===== config.mk =====
export PLATFORM = sky130hd
export DESIGN_NAME = blklock_seq
export DESIGN_NICKNAME = d
export VERILOG_FILES = /design/src/rtl/blklock_pkg.sv /design/src/rtl/blklock_decoder.sv /design/src/rtl/blklock_timer.sv /design/src/rtl/blklock_array.sv /design/src/rtl/blklock_status.sv /design/src/rtl/blklock_seq.sv
export SDC_FILE = /design/constraint.sdc
export NUM_CORES = 1
export LEC_CHECK = 0
export ABC_AREA = 1
export BUFFER_PORTS_ARGS = -buffer_cell sky130_fd_sc_hd__buf_2
export CAP_MARGIN = 30
export CORE_MARGIN = 4
export CORE_UTILIZATION = 43
export DETAILED_ROUTE_END_ITERATION = 10
export GPL_ROUTABILITY_DRIVEN = 0
export PLACE_DENSITY_LB_ADDON = 0.3
export SYNTH_ARGS = -nofsm -noshare
export SYNTH_HDL_FRONTEND = slang
export SYNTH_SLANG_ARGS = --single-unit

===== constraint.sdc =====
create_clock -name clk -period 1.4 [get_ports clk]
set_input_delay 0.35 -clock clk [delete_from_list [all_inputs] [get_ports clk]]
set_output_delay 0.35 -clock clk [all_outputs]
set_load 0.03 [all_outputs]

===== src/rtl/blklock_pkg.sv =====
package blklock_pkg;

    localparam logic [7:0] CMD_ARM     = 8'h60;
    localparam logic [7:0] CMD_CONFIRM = 8'h01;
    localparam logic [7:0] CMD_CLRSTAT = 8'h50;

    typedef enum logic {
        DEC_IDLE,
        DEC_ARMED
    } dec_state_e;

    typedef struct packed {
        logic       ready;
        logic       rsv6;
        logic       seq_err;
        logic       lock_err;
        logic       prot_err;
        logic [2:0] rsv;
    } stat_t;

    typedef struct packed {
        logic start;
        logic seq_err;
        logic clr;
        logic mode_set;
        logic mode_clr;
    } dec_evt_t;

    function automatic stat_t stat_pack(input logic rdy, input logic e5,
                                        input logic e4, input logic e3);
        stat_t s;
        s          = '0;
        s.ready    = rdy;
        s.seq_err  = e5;
        s.lock_err = e4;
        s.prot_err = e3;
        return s;
    endfunction

endpackage


===== src/rtl/blklock_decoder.sv =====
module blklock_decoder
    import blklock_pkg::*;
#(
    parameter int IDX_W = 3
) (
    input  logic             clk,
    input  logic             rst,
    input  logic             wr_en,
    input  logic [IDX_W-1:0] wr_blk,
    input  logic [7:0]       wr_data,
    input  logic             engine_busy,
    input  logic             suspended,
    input  logic             lock_busy,
    output dec_evt_t         evt,
    output logic [IDX_W-1:0] target
);

    dec_state_e       state_q, state_d;
    logic [IDX_W-1:0] tgt_q, tgt_d;
    logic             blocked;

    assign blocked = engine_busy | suspended;

    always_comb begin
        evt     = '0;
        state_d = state_q;
        tgt_d   = tgt_q;
        if (wr_en && !lock_busy) begin
            case (state_q)
                DEC_IDLE: begin
                    if (wr_data == CMD_ARM) begin
                        if (blocked) begin
                            evt.seq_err  = 1'b1;
                            evt.mode_set = 1'b1;
                        end else begin
                            state_d      = DEC_ARMED;
                            evt.mode_clr = 1'b1;
                        end
                    end else if (wr_data == CMD_CLRSTAT) begin
                        evt.clr      = 1'b1;
                        evt.mode_clr = 1'b1;
                    end else begin
                        evt.mode_clr = 1'b1;
                    end
                end
                DEC_ARMED: begin
                    state_d      = DEC_IDLE;
                    evt.mode_set = 1'b1;
                    if (wr_data == CMD_CONFIRM && !blocked) begin
                        evt.start = 1'b1;
                        tgt_d     = wr_blk;
                    end else begin
                        evt.seq_err = 1'b1;
                    end
                end
                default: state_d = DEC_IDLE;
            endcase
        end
    end

    always_ff @(posedge clk) begin
        if (rst) begin
            state_q <= DEC_IDLE;
            tgt_q   <= '0;
        end else begin
            state_q <= state_d;
            tgt_q   <= tgt_d;
        end
    end

    assign target = tgt_q;

    // decoder state and target frozen while the lock interval runs
    p_busy_freeze_r9: assert property (@(posedge clk) disable iff (rst)
        lock_busy |=> ($stable(state_q) && $stable(tgt_q)));

    // an armed sequencer always leaves the armed state on the next write
    p_armed_exit_r2: assert property (@(posedge clk) disable iff (rst)
        (state_q == DEC_ARMED && wr_en) |=> (state_q == DEC_IDLE));

endmodule


===== src/rtl/blklock_timer.sv =====
module blklock_timer #(
    parameter int LOCK_CYCLES = 6
) (
    input  logic clk,
    input  logic rst,
    input  logic start,
    output logic busy,
    output logic done
);

    localparam int CNT_W = $clog2(LOCK_CYCLES + 1);

    logic [CNT_W-1:0] cnt_q;
    logic             busy_q;

    assign done = busy_q && (cnt_q == '0);
    assign busy = busy_q;

    always_ff @(posedge clk) begin
        if (rst) begin
            busy_q <= 1'b0;
            cnt_q  <= '0;
        end else if (start) begin
            busy_q <= 1'b1;
            cnt_q  <= CNT_W'(LOCK_CYCLES - 1);
        end else if (done) begin
            busy_q <= 1'b0;
        end else if (busy_q) begin
            cnt_q  <= cnt_q - 1'b1;
        end
    end

    // a start request opens the busy interval on the next cycle
    p_start_busy_r2: assert property (@(posedge clk) disable iff (rst)
        start |=> busy);

    // busy cannot end before the count reaches zero
    p_no_early_end_r2: assert property (@(posedge clk) disable iff (rst)
        (busy && cnt_q != '0) |=> busy);

endmodule


===== src/rtl/blklock_array.sv =====
module blklock_array #(
    parameter int NUM_BLOCKS = 8,
    parameter int IDX_W      = 3
) (
    input  logic                  clk,
    input  logic                  rst,
    input  logic                  commit,
    input  logic [IDX_W-1:0]      target,
    output logic [NUM_BLOCKS-1:0] lock_q
);

    for (genvar i = 0; i < NUM_BLOCKS; i++) begin : g_bit
        always_ff @(posedge clk) begin
            if (rst) begin
                lock_q[i] <= 1'b0;
            end else if (commit && target == IDX_W'(i)) begin
                lock_q[i] <= 1'b1;
            end
        end

        // a set lock bit never clears outside reset
        p_lock_sticky_r3: assert property (@(posedge clk) disable iff (rst)
            lock_q[i] |=> lock_q[i]);
    end

endmodule


===== src/rtl/blklock_status.sv =====
module blklock_status
    import blklock_pkg::*;
(
    input  logic  clk,
    input  logic  rst,
    input  logic  busy,
    input  logic  seq_err,
    input  logic  prot_fail,
    input  logic  clr,
    input  logic  mode_set,
    input  logic  mode_clr,
    output stat_t stat,
    output logic  mode
);

    logic e5_q, e4_q, e3_q, mode_q;

    always_ff @(posedge clk) begin
        if (rst) begin
            e5_q   <= 1'b0;
            e4_q   <= 1'b0;
            e3_q   <= 1'b0;
            mode_q <= 1'b0;
        end else begin
            if (clr) begin
                e5_q <= 1'b0;
                e4_q <= 1'b0;
                e3_q <= 1'b0;
            end
            if (seq_err) begin
                e5_q <= 1'b1;
                e4_q <= 1'b1;
            end
            if (prot_fail) begin
                e4_q <= 1'b1;
                e3_q <= 1'b1;
            end
            if (mode_set) begin
                mode_q <= 1'b1;
            end else if (mode_clr) begin
                mode_q <= 1'b0;
            end
        end
    end

    assign stat = stat_pack(!busy, e5_q, e4_q, e3_q);
    assign mode = mode_q;

    // a malformed sequence raises bits 5 and 4
    p_seq_flags_r4: assert property (@(posedge clk) disable iff (rst)
        seq_err |=> (stat.seq_err && stat.lock_err));

    // a supply lockout raises bits 4 and 3
    p_prot_flags_r6: assert property (@(posedge clk) disable iff (rst)
        prot_fail |=> (stat.lock_err && stat.prot_err));

    // error flags hold without a clear
    p_err_sticky_r7: assert property (@(posedge clk) disable iff (rst)
        (!clr && stat.seq_err) |=> stat.seq_err);

    // reserved bits stay low
    p_rsv_zero_r10: assert property (@(posedge clk) disable iff (rst)
        (stat.rsv6 == 1'b0 && stat.rsv == 3'b000));

endmodule


===== src/rtl/blklock_seq.sv =====
module blklock_seq
    import blklock_pkg::*;
#(
    parameter int NUM_BLOCKS  = 8,
    parameter int LOCK_CYCLES = 6,
    localparam int IDX_W      = (NUM_BLOCKS > 1) ? $clog2(NUM_BLOCKS) : 1
) (
    input  logic                  clk,
    input  logic                  rst,
    input  logic                  wr_en,
    input  logic [IDX_W-1:0]      wr_blk,
    input  logic [7:0]            wr_data,
    input  logic                  engine_busy,
    input  logic                  suspended,
    input  logic                  prot_ok,
    output logic [NUM_BLOCKS-1:0] lock_bits,
    output logic [7:0]            status,
    output logic                  stat_mode
);

    dec_evt_t         evt;
    logic [IDX_W-1:0] target;
    logic             busy, done, commit, prot_fail;
    stat_t            stat;

    assign commit    = done &  prot_ok;
    assign prot_fail = done & ~prot_ok;

    blklock_decoder #(.IDX_W(IDX_W)) u_dec (
        .clk         (clk),
        .rst         (rst),
        .wr_en       (wr_en),
        .wr_blk      (wr_blk),
        .wr_data     (wr_data),
        .engine_busy (engine_busy),
        .suspended   (suspended),
        .lock_busy   (busy),
        .evt         (evt),
        .target      (target)
    );

    blklock_timer #(.LOCK_CYCLES(LOCK_CYCLES)) u_tmr (
        .clk   (clk),
        .rst   (rst),
        .start (evt.start),
        .busy  (busy),
        .done  (done)
    );

    blklock_array #(.NUM_BLOCKS(NUM_BLOCKS), .IDX_W(IDX_W)) u_arr (
        .clk    (clk),
        .rst    (rst),
        .commit (commit),
        .target (target),
        .lock_q (lock_bits)
    );

    blklock_status u_stat (
        .clk       (clk),
        .rst       (rst),
        .busy      (busy),
        .seq_err   (evt.seq_err),
        .prot_fail (prot_fail),
        .clr       (evt.clr),
        .mode_set  (evt.mode_set),
        .mode_clr  (evt.mode_clr),
        .stat      (stat),
        .mode      (stat_mode)
    );

    assign status = stat;

    // with the supply in lockout, the lock vector cannot move
    p_prot_freeze_r6: assert property (@(posedge clk) disable iff (rst)
        !prot_ok |=> $stable(lock_bits));

    // a refused request never starts the lock interval
    p_refuse_r5: assert property (@(posedge clk) disable iff (rst)
        (engine_busy || suspended) |=> !$rose(busy));

endmodule


==> results of run 1 <==
final timing paths:
| kind | slack (ns) | end |
|---|---|---|
| worst min register to register | 0.47 | u_arr.lock_q[2]$_SDFFE_PP0P_ |
| worst max-delay path | 0.07 | u_tmr.cnt_q[0]$_SDFFE_PP0P_ |
| worst max register to register | 0.07 | u_tmr.cnt_q[0]$_SDFFE_PP0P_ |
| worst min-delay path | 0.24 | u_dec.target[0]$_SDFFE_PP0P_ |
timing repair:
item / 4_1_cts / 5_1_grt
buffers inserted: 0 / 0
hold buffers: 0 / 0
setup endpoints to repair: 2 / 11
pin swaps: 0 / 2
gates resized for setup: 1 / 7
synthesized netlist by cell type (all sizes together):
cell type / count / area, um2
a21oi: 17 / 88.84
buf: 9 / 68.81
clkbuf: 1 / 3.750
conb: 1 / 3.750
dfxtp: 20 / 400.4
ha: 2 / 25.02
inv: 21 / 78.82
nand2: 26 / 97.59
nand3: 7 / 40.04
nand4: 2 / 12.51
nor2: 30 / 120.1
nor3: 1 / 5.000
o21ai: 2 / 10.01
or2: 1 / 6.260
xor2: 1 / 16.27
layout make-up:
cell class / instances / area, um2 / area share [%]
clock buffer: 4 / 36.28 / 3.082
inverter: 21 / 78.83 / 6.695
multi-input combinational: 93 / 465.4 / 39.53
timing repair buffer: 31 / 160.2 / 13.60
tap: 27 / 33.78 / 2.869
sequential: 20 / 402.9 / 34.22
power breakdown:
part	internal, mW	total [mW]	switching, mW	leakage, nW
Combinational	0.0253	0.0756	0.0504	0.395
Sequential	0.569	0.569	0.0000862	0.162
Clock	0.159	0.342	0.183	0.0210
Total	0.753	0.987	0.234	0.578
routing by layer:
layer  global-route usage, %  part of all wire, %
met1                   14.87                   45
met2                   24.32                   49
met3                   4.640                  5.4
met4                   4.167                  1.2
met5                       0                    0
cell families after synthesis:
kind of cell	synth area share (%)
other cells	0.3838
simple gates	28.81
flops	40.97
buf+inv	15.49
fa+ha+maj	2.560
compound gates	10.12
xor+xnor	1.665
critical path: cells and delay by family, from the launching register on:
family                     cells  cell delay (ns)
DFF                            1             0.34
adders and majority gates      2             0.34
and+or+nand+nor                1             0.27
xor gates and xnor gates       1             0.15
AOI/OAI and AO/OA              1             0.12
buffers and inverters          1             0.04
metrics by stage:
stage	setup slack [ns]	util, %	cell area [um2]	cells
CTS	0.03275	55.89	1152	196
finish	0.06912	57.10	1177	196
detailed placement	-0.01652	54.00	1114	192
global route	-0.006967	57.10	1177	196
floorplan	0.0002973	-	992.2	144
global placement	0.02346	54.00	1114	192
==> results by group, run 1 <==
Run status
  – Run status: finished, final reports clean

Power
  – Max IR drop VDD: 667.5 uV
  – Leakage Power: approximately 0.58 nW
  – Tot Pwr: 986.8 uW
  – Power Density: about 840 nW/um2

Clock tree
  – CTS Buffer Depth: 2
  – Clock Latency Late Sink: 0.31 ns
  – Root Buffer: clkbuf_4
  – CTS buffer count: 3
  – Clk sinks: 20
  – Reg clk slew, reported paths: 0.11 ns
  – CTS tree: done
  – H-tree depth: 1

Setup path
  – CP Data Arrival Time: around 1.6 ns
  – Worst EP required: 1.65 ns
  – CP Launch Type: flip-flop
  – Worst r2r src: u_tmr.cnt_q[0]$_SDFFE_PP0P_
  – Critical path's slowest cell: dfxtp_2
  – R2R depth: 6
  – Max stage delay on crit path: 0.34 ns
  – Worst setup EP type: flip-flop
  – Crit path kind: flip-flop to flip-flop
  – CP max FO: 6
  – Worst-path cell chain: inv_1, ha_2, ha_4, or2_4, xor2_2, a21oi_2
  – CP startpoint: u_tmr.cnt_q[0]$_SDFFE_PP0P_

Detailed routing
  – WL final: 2025 um
  – DRC violations left: 0
  – Routed Antenna Nets: 0
  – Via density: approximately 4.6
  – Via count: 904
  – Wire length per cell: 10.33 um
  – Drt first pass iters: 4
  – Initial DRC Count: 14

Placed design
  – Placed wire-length estimate: 1632 um
  – Port buffer count: 29

Floorplanning
  – Starting density of the core: 47.39%
  – Die area: 3099 um2
  – Row count: 16
  – Die H: ~56 um
  – CORE AREA: 2062 um2
  – IO Pins: 34
  – DIE WIDTH: 55.67 um

Synthesis
  – Synthesized area: just under 1000 um2
  – Average cell area after synthesis: around 6.9 um2
  – Post-synthesis sequential area ratio: 40.97%
  – Synthesis Warnings: 0
  – #FFs+latches synth: 20
  – Synthesized instance count: 141
  – Unique masters post-synth: 21

Global route
  – Antenna violations before repair: 0
  – Pin count of the biggest net entering global routing: 12
  – Total track usage: 13.56%
  – First-pass GRT wire length: roughly 3400 um
  – Overflow after GRT: 0
  – Vias in the first global route: roughly 830

STA
  – Worst clock skew: 0.002794 ns
  – Pins Over Slew Limit: 0
  – Period minus WS final: 1.331 ns
  – RSZ-0062 raised after global routing: yes
  – Final number of hold-violating endpoints: 0
  – Fin Hold WS: 0.2392 ns
  – Fmax: between 700 and 800 MHz
  – Final setup fails: 0
  – Tcrit/Tclk final: 95.06%
  – Setup TNS Final: 0 ns

Hold path
  – Origin of the worst min-delay path: wr_blk[0]
  – Worst hold path stage count: 3
  – Hold Crit Class: primary input to flip-flop

Cells and area
  – Layout cells sized above 1: 30.18%
  – Max reg flops: 8
  – Largest register by flop count: u_arr.lock_q
  – Diodes inserted: 0
  – Most common cell after layout, fill and taps aside: buf_2
  – Final nets: 189
  – Fill cells: about 210
  – Synth-to-layout area growth: 20.49%
  – Most frequent cells in the layout: buf_2, nor2_1, nand2_1, inv_1, dfxtp_1

Flow run
  – Max-Cap Viols: 0
No activity file was read; power rests on OpenSTA's default activity.
==> run 2, diff against run 1 <==
--- a/config.mk
+++ b/config.mk
@@ -5,11 +5,10 @@
 export SDC_FILE = /design/constraint.sdc
 export NUM_CORES = 1
 export LEC_CHECK = 0
-export ABC_AREA = 1
 export BUFFER_PORTS_ARGS = -buffer_cell sky130_fd_sc_hd__buf_2
 export CAP_MARGIN = 30
 export CORE_MARGIN = 4
-export CORE_UTILIZATION = 43
+export CORE_UTILIZATION = 47
 export DETAILED_ROUTE_END_ITERATION = 10
 export GPL_ROUTABILITY_DRIVEN = 0
 export PLACE_DENSITY_LB_ADDON = 0.3
==> constraint.sdc (replaced) <==
create_clock -name clk -period 1.25 [get_ports clk]
set_input_delay 0.3125 -clock clk [delete_from_list [all_inputs] [get_ports clk]]
set_output_delay 0.3125 -clock clk [all_outputs]
set_load 0.03 [all_outputs]
==> run 2 against run 1 <==
The flow now finishes with violations (negative setup slack). Routed wire length grew 8.5%. Highest routed layer unchanged. Cell area up 11%. Synthesized cell count down 24%. Critical path depth fell by 3. Flip-flop and latch count stayed put. Power increased by 12%. Via count fell by 6.3%. Largest power group unchanged. Clock power increased by 5%. Cell count shrank 13%. Utilization grew 15 points. First-iteration DRC count down 29%.
==> results by group, run 2 <==
Placed design
  – Port buffer count: 29
  – Placed wire-length estimate: 1589 um

Synthesis
  – Post-synth top area share: 42.50%
  – Largest cells by area after synthesis: dfxtp_1, a21oi_1, nor2_1
  – Average cell area after synthesis: between 8 and 9 um2
  – Count leader, synth: dfxtp_1
  – Synthesized instance count: 107
  – Synthesized area: about 940 um2
  – Synthesis Warnings: 0
  – Post-synthesis sequential area ratio: 42.50%
  – Async SR Flop Fraction: 0%
  – Commonest cells post-synth: dfxtp_1, nor2_1, a21oi_1
  – Top FF cell, synth: dfxtp_1
  – #FFs+latches synth: 20
  – EDFF count, synth: 0
  – Area leader, netlist: dfxtp_1
  – Unique masters post-synth: 31

Run status
  – Failing checks: negative setup slack
  – Run status: finished, violations left

Clock tree
  – Reg clk slew, reported paths: 0.11 ns
  – CTS Buffer Depth: 2
  – Post-CTS Hold Fix Bufs: 0
  – Clk sinks: 20
  – CTS buffer count: 3
  – Root Buffer: clkbuf_4
  – H-tree depth: 1
  – CTS tree: done
  – Clock Latency Late Sink: between 0.2 and 0.3 ns

Power
  – Power Density: between 800 and 900 nW/um2
  – Leakage Power: 0.5798 nW
  – Max IR drop VDD: roughly 680 uV
  – Tot Pwr: approximately 1.1 mW

Floorplanning
  – DIE WIDTH: around 53 um
  – IO Pins: 34
  – Die H: 52.77 um
  – Row count: 15
  – Die area: 2785 um2
  – CORE AREA: between 1500 and 2000 um2
  – Starting density of the core: 51.75%

Setup path
  – CP Launch Type: flip-flop
  – Most frequent CP cell: buf_6
  – CP Data Arrival Time: 0.96 ns
  – CP max FO: 3
  – Crit path kind: flip-flop to primary output
  – Worst-path cell chain: buf_6, inv_2, buf_6
  – Worst setup EP type: primary output
  – Sum of buffers and inverters on the critical path: 3
  – Max stage delay on crit path: 0.38 ns
  – Critical path's slowest cell: dfxtp_2
  – R2R Setup Slk: 0.01 ns
  – Worst EP required: 0.94 ns
  – CP delay by family, top: flip-flops

STA
  – RSZ-0062 raised after global routing: yes
  – Tcrit/Tclk final: 101.5%
  – Period minus WS final: 1.269 ns
  – Final setup fails: 1
  – Setup TNS Final: -0.01858 ns
  – Final setup margin: -0.01858 ns
  – Fmax: 788.3 MHz
  – Worst clock skew: between 0.006 and 0.007 ns
  – Pins Over Slew Limit: 0
  – Final number of hold-violating endpoints: 0

Detailed routing
  – Via density: 4.953
  – Initial DRC Count: 10
  – Wire length per cell: 12.85 um
  – Drt first pass iters: 4
  – Routed Antenna Nets: 0
  – WL final: 2197 um
  – DRC violations left: 0
  – Via count: approximately 850

Global route
  – Pin count of the biggest net entering global routing: 14
  – Antenna violations before repair: 0
  – Total track usage: 18.21%
  – First-pass GRT wire length: 3719 um
  – Overflow after GRT: 0
  – Vias in the first global route: around 850

Hold path
  – Hold Crit Class: primary input to flip-flop

Cells and area
  – Fill cells: around 150
  – Synth-to-layout area growth: 39.18%
  – Diodes inserted: 0
  – Most frequent cells in the layout: buf_2, dfxtp_1, nor2_1, buf_4
  – Max reg flops: 8
  – Final nets: 166
  – Largest register by flop count: u_arr.lock_q
  – Layout cells sized above 1: 49.32%
  – Most common cell after layout, fill and taps aside: buf_2

Flow run
  – Max-Cap Viols: 0
[run 2: layout make-up]
cell class	count	area, um2	area share, %
multi-input cells	74	560.5	42.75
inverters	7	26.28	2.004
clock buffers	4	36.28	2.767
well taps	25	31.28	2.385
repair buffers	41	252.7	19.27
flip-flops and latches	20	404.1	30.82
[run 2: worst register-to-register path, delay by kind of cell, from the launching register on]
kind,cells,cell delay [ns]
buffers and inverters,1,0.13
flip-flops,1,0.35
AND/OR/NAND/NOR,3,0.36
AO/OA/AOI/OAI,1,0.29
[run 2: path summary, 6_finish.rpt]
kind                       startpoint                        to  cells past startpoint
max reg2reg   u_tmr.busy$_SDFFE_PP0P_  u_stat.e5_q$_SDFFE_PP0P_                      5
max           u_tmr.busy$_SDFFE_PP0P_                 status[7]                      3
min reg2reg  u_stat.mode$_SDFFE_PP0P_  u_stat.mode$_SDFFE_PP0P_                      2
min                               rst   u_tmr.busy$_SDFFE_PP0P_                      2
[run 2: routing by layer]
| layer | routed length [um] | up-vias | track usage, % |
|---|---|---|---|
| met5 | 0 | - | 0 |
| met4 | 13 | 0 | 3.830 |
| met3 | 123 | 2 | 5.128 |
| met2 | 1157 | 26 | 32.23 |
| met1 | 903 | 381 | 21.59 |
| li1 | - | 438 | - |
[run 2: kinds of logic after synthesis]
logic type / share of synthesized area, %
AOI/OAI and AO/OA: 13.94
xor gates and xnor gates: 0.9298
adders and majority gates: 2.656
buffers and inverters: 10.23
DFF: 42.50
muxes: 3.187
other: 0.3980
and+or+nand+nor: 26.16
[run 2: repair_timing]
action                                  in CTS  in global routing
resized for setup                           18                 16
endpoints found under the setup margin      19                 19
pin swaps                                    9                 16
buffers inserted                             2                  1
hold endpoints to repair                     0                  0
[run 2: through the flow]
stage	utilization, %	instance area, um2	worst slack, ns	hold WS, ns	instances
after floorplan	-	960.9	-0.02044	0.4458	110
after global routing	72.03	1311	-0.08896	0.2328	171
final	72.03	1311	-0.01858	0.2450	171
after detailed placement	62.75	1142	-0.1939	0.4530	165
after CTS	68.66	1250	-0.03422	0.2400	170
after global placement	62.75	1142	-0.1370	0.4460	165
[run 2: power breakdown]
part	leakage [nW]	switching (mW)	total, mW	internal [mW]
clock	0.0210	0.182	0.359	0.177
sequential	0.163	0.000310	0.638	0.637
combinational	0.396	0.0625	0.108	0.0455
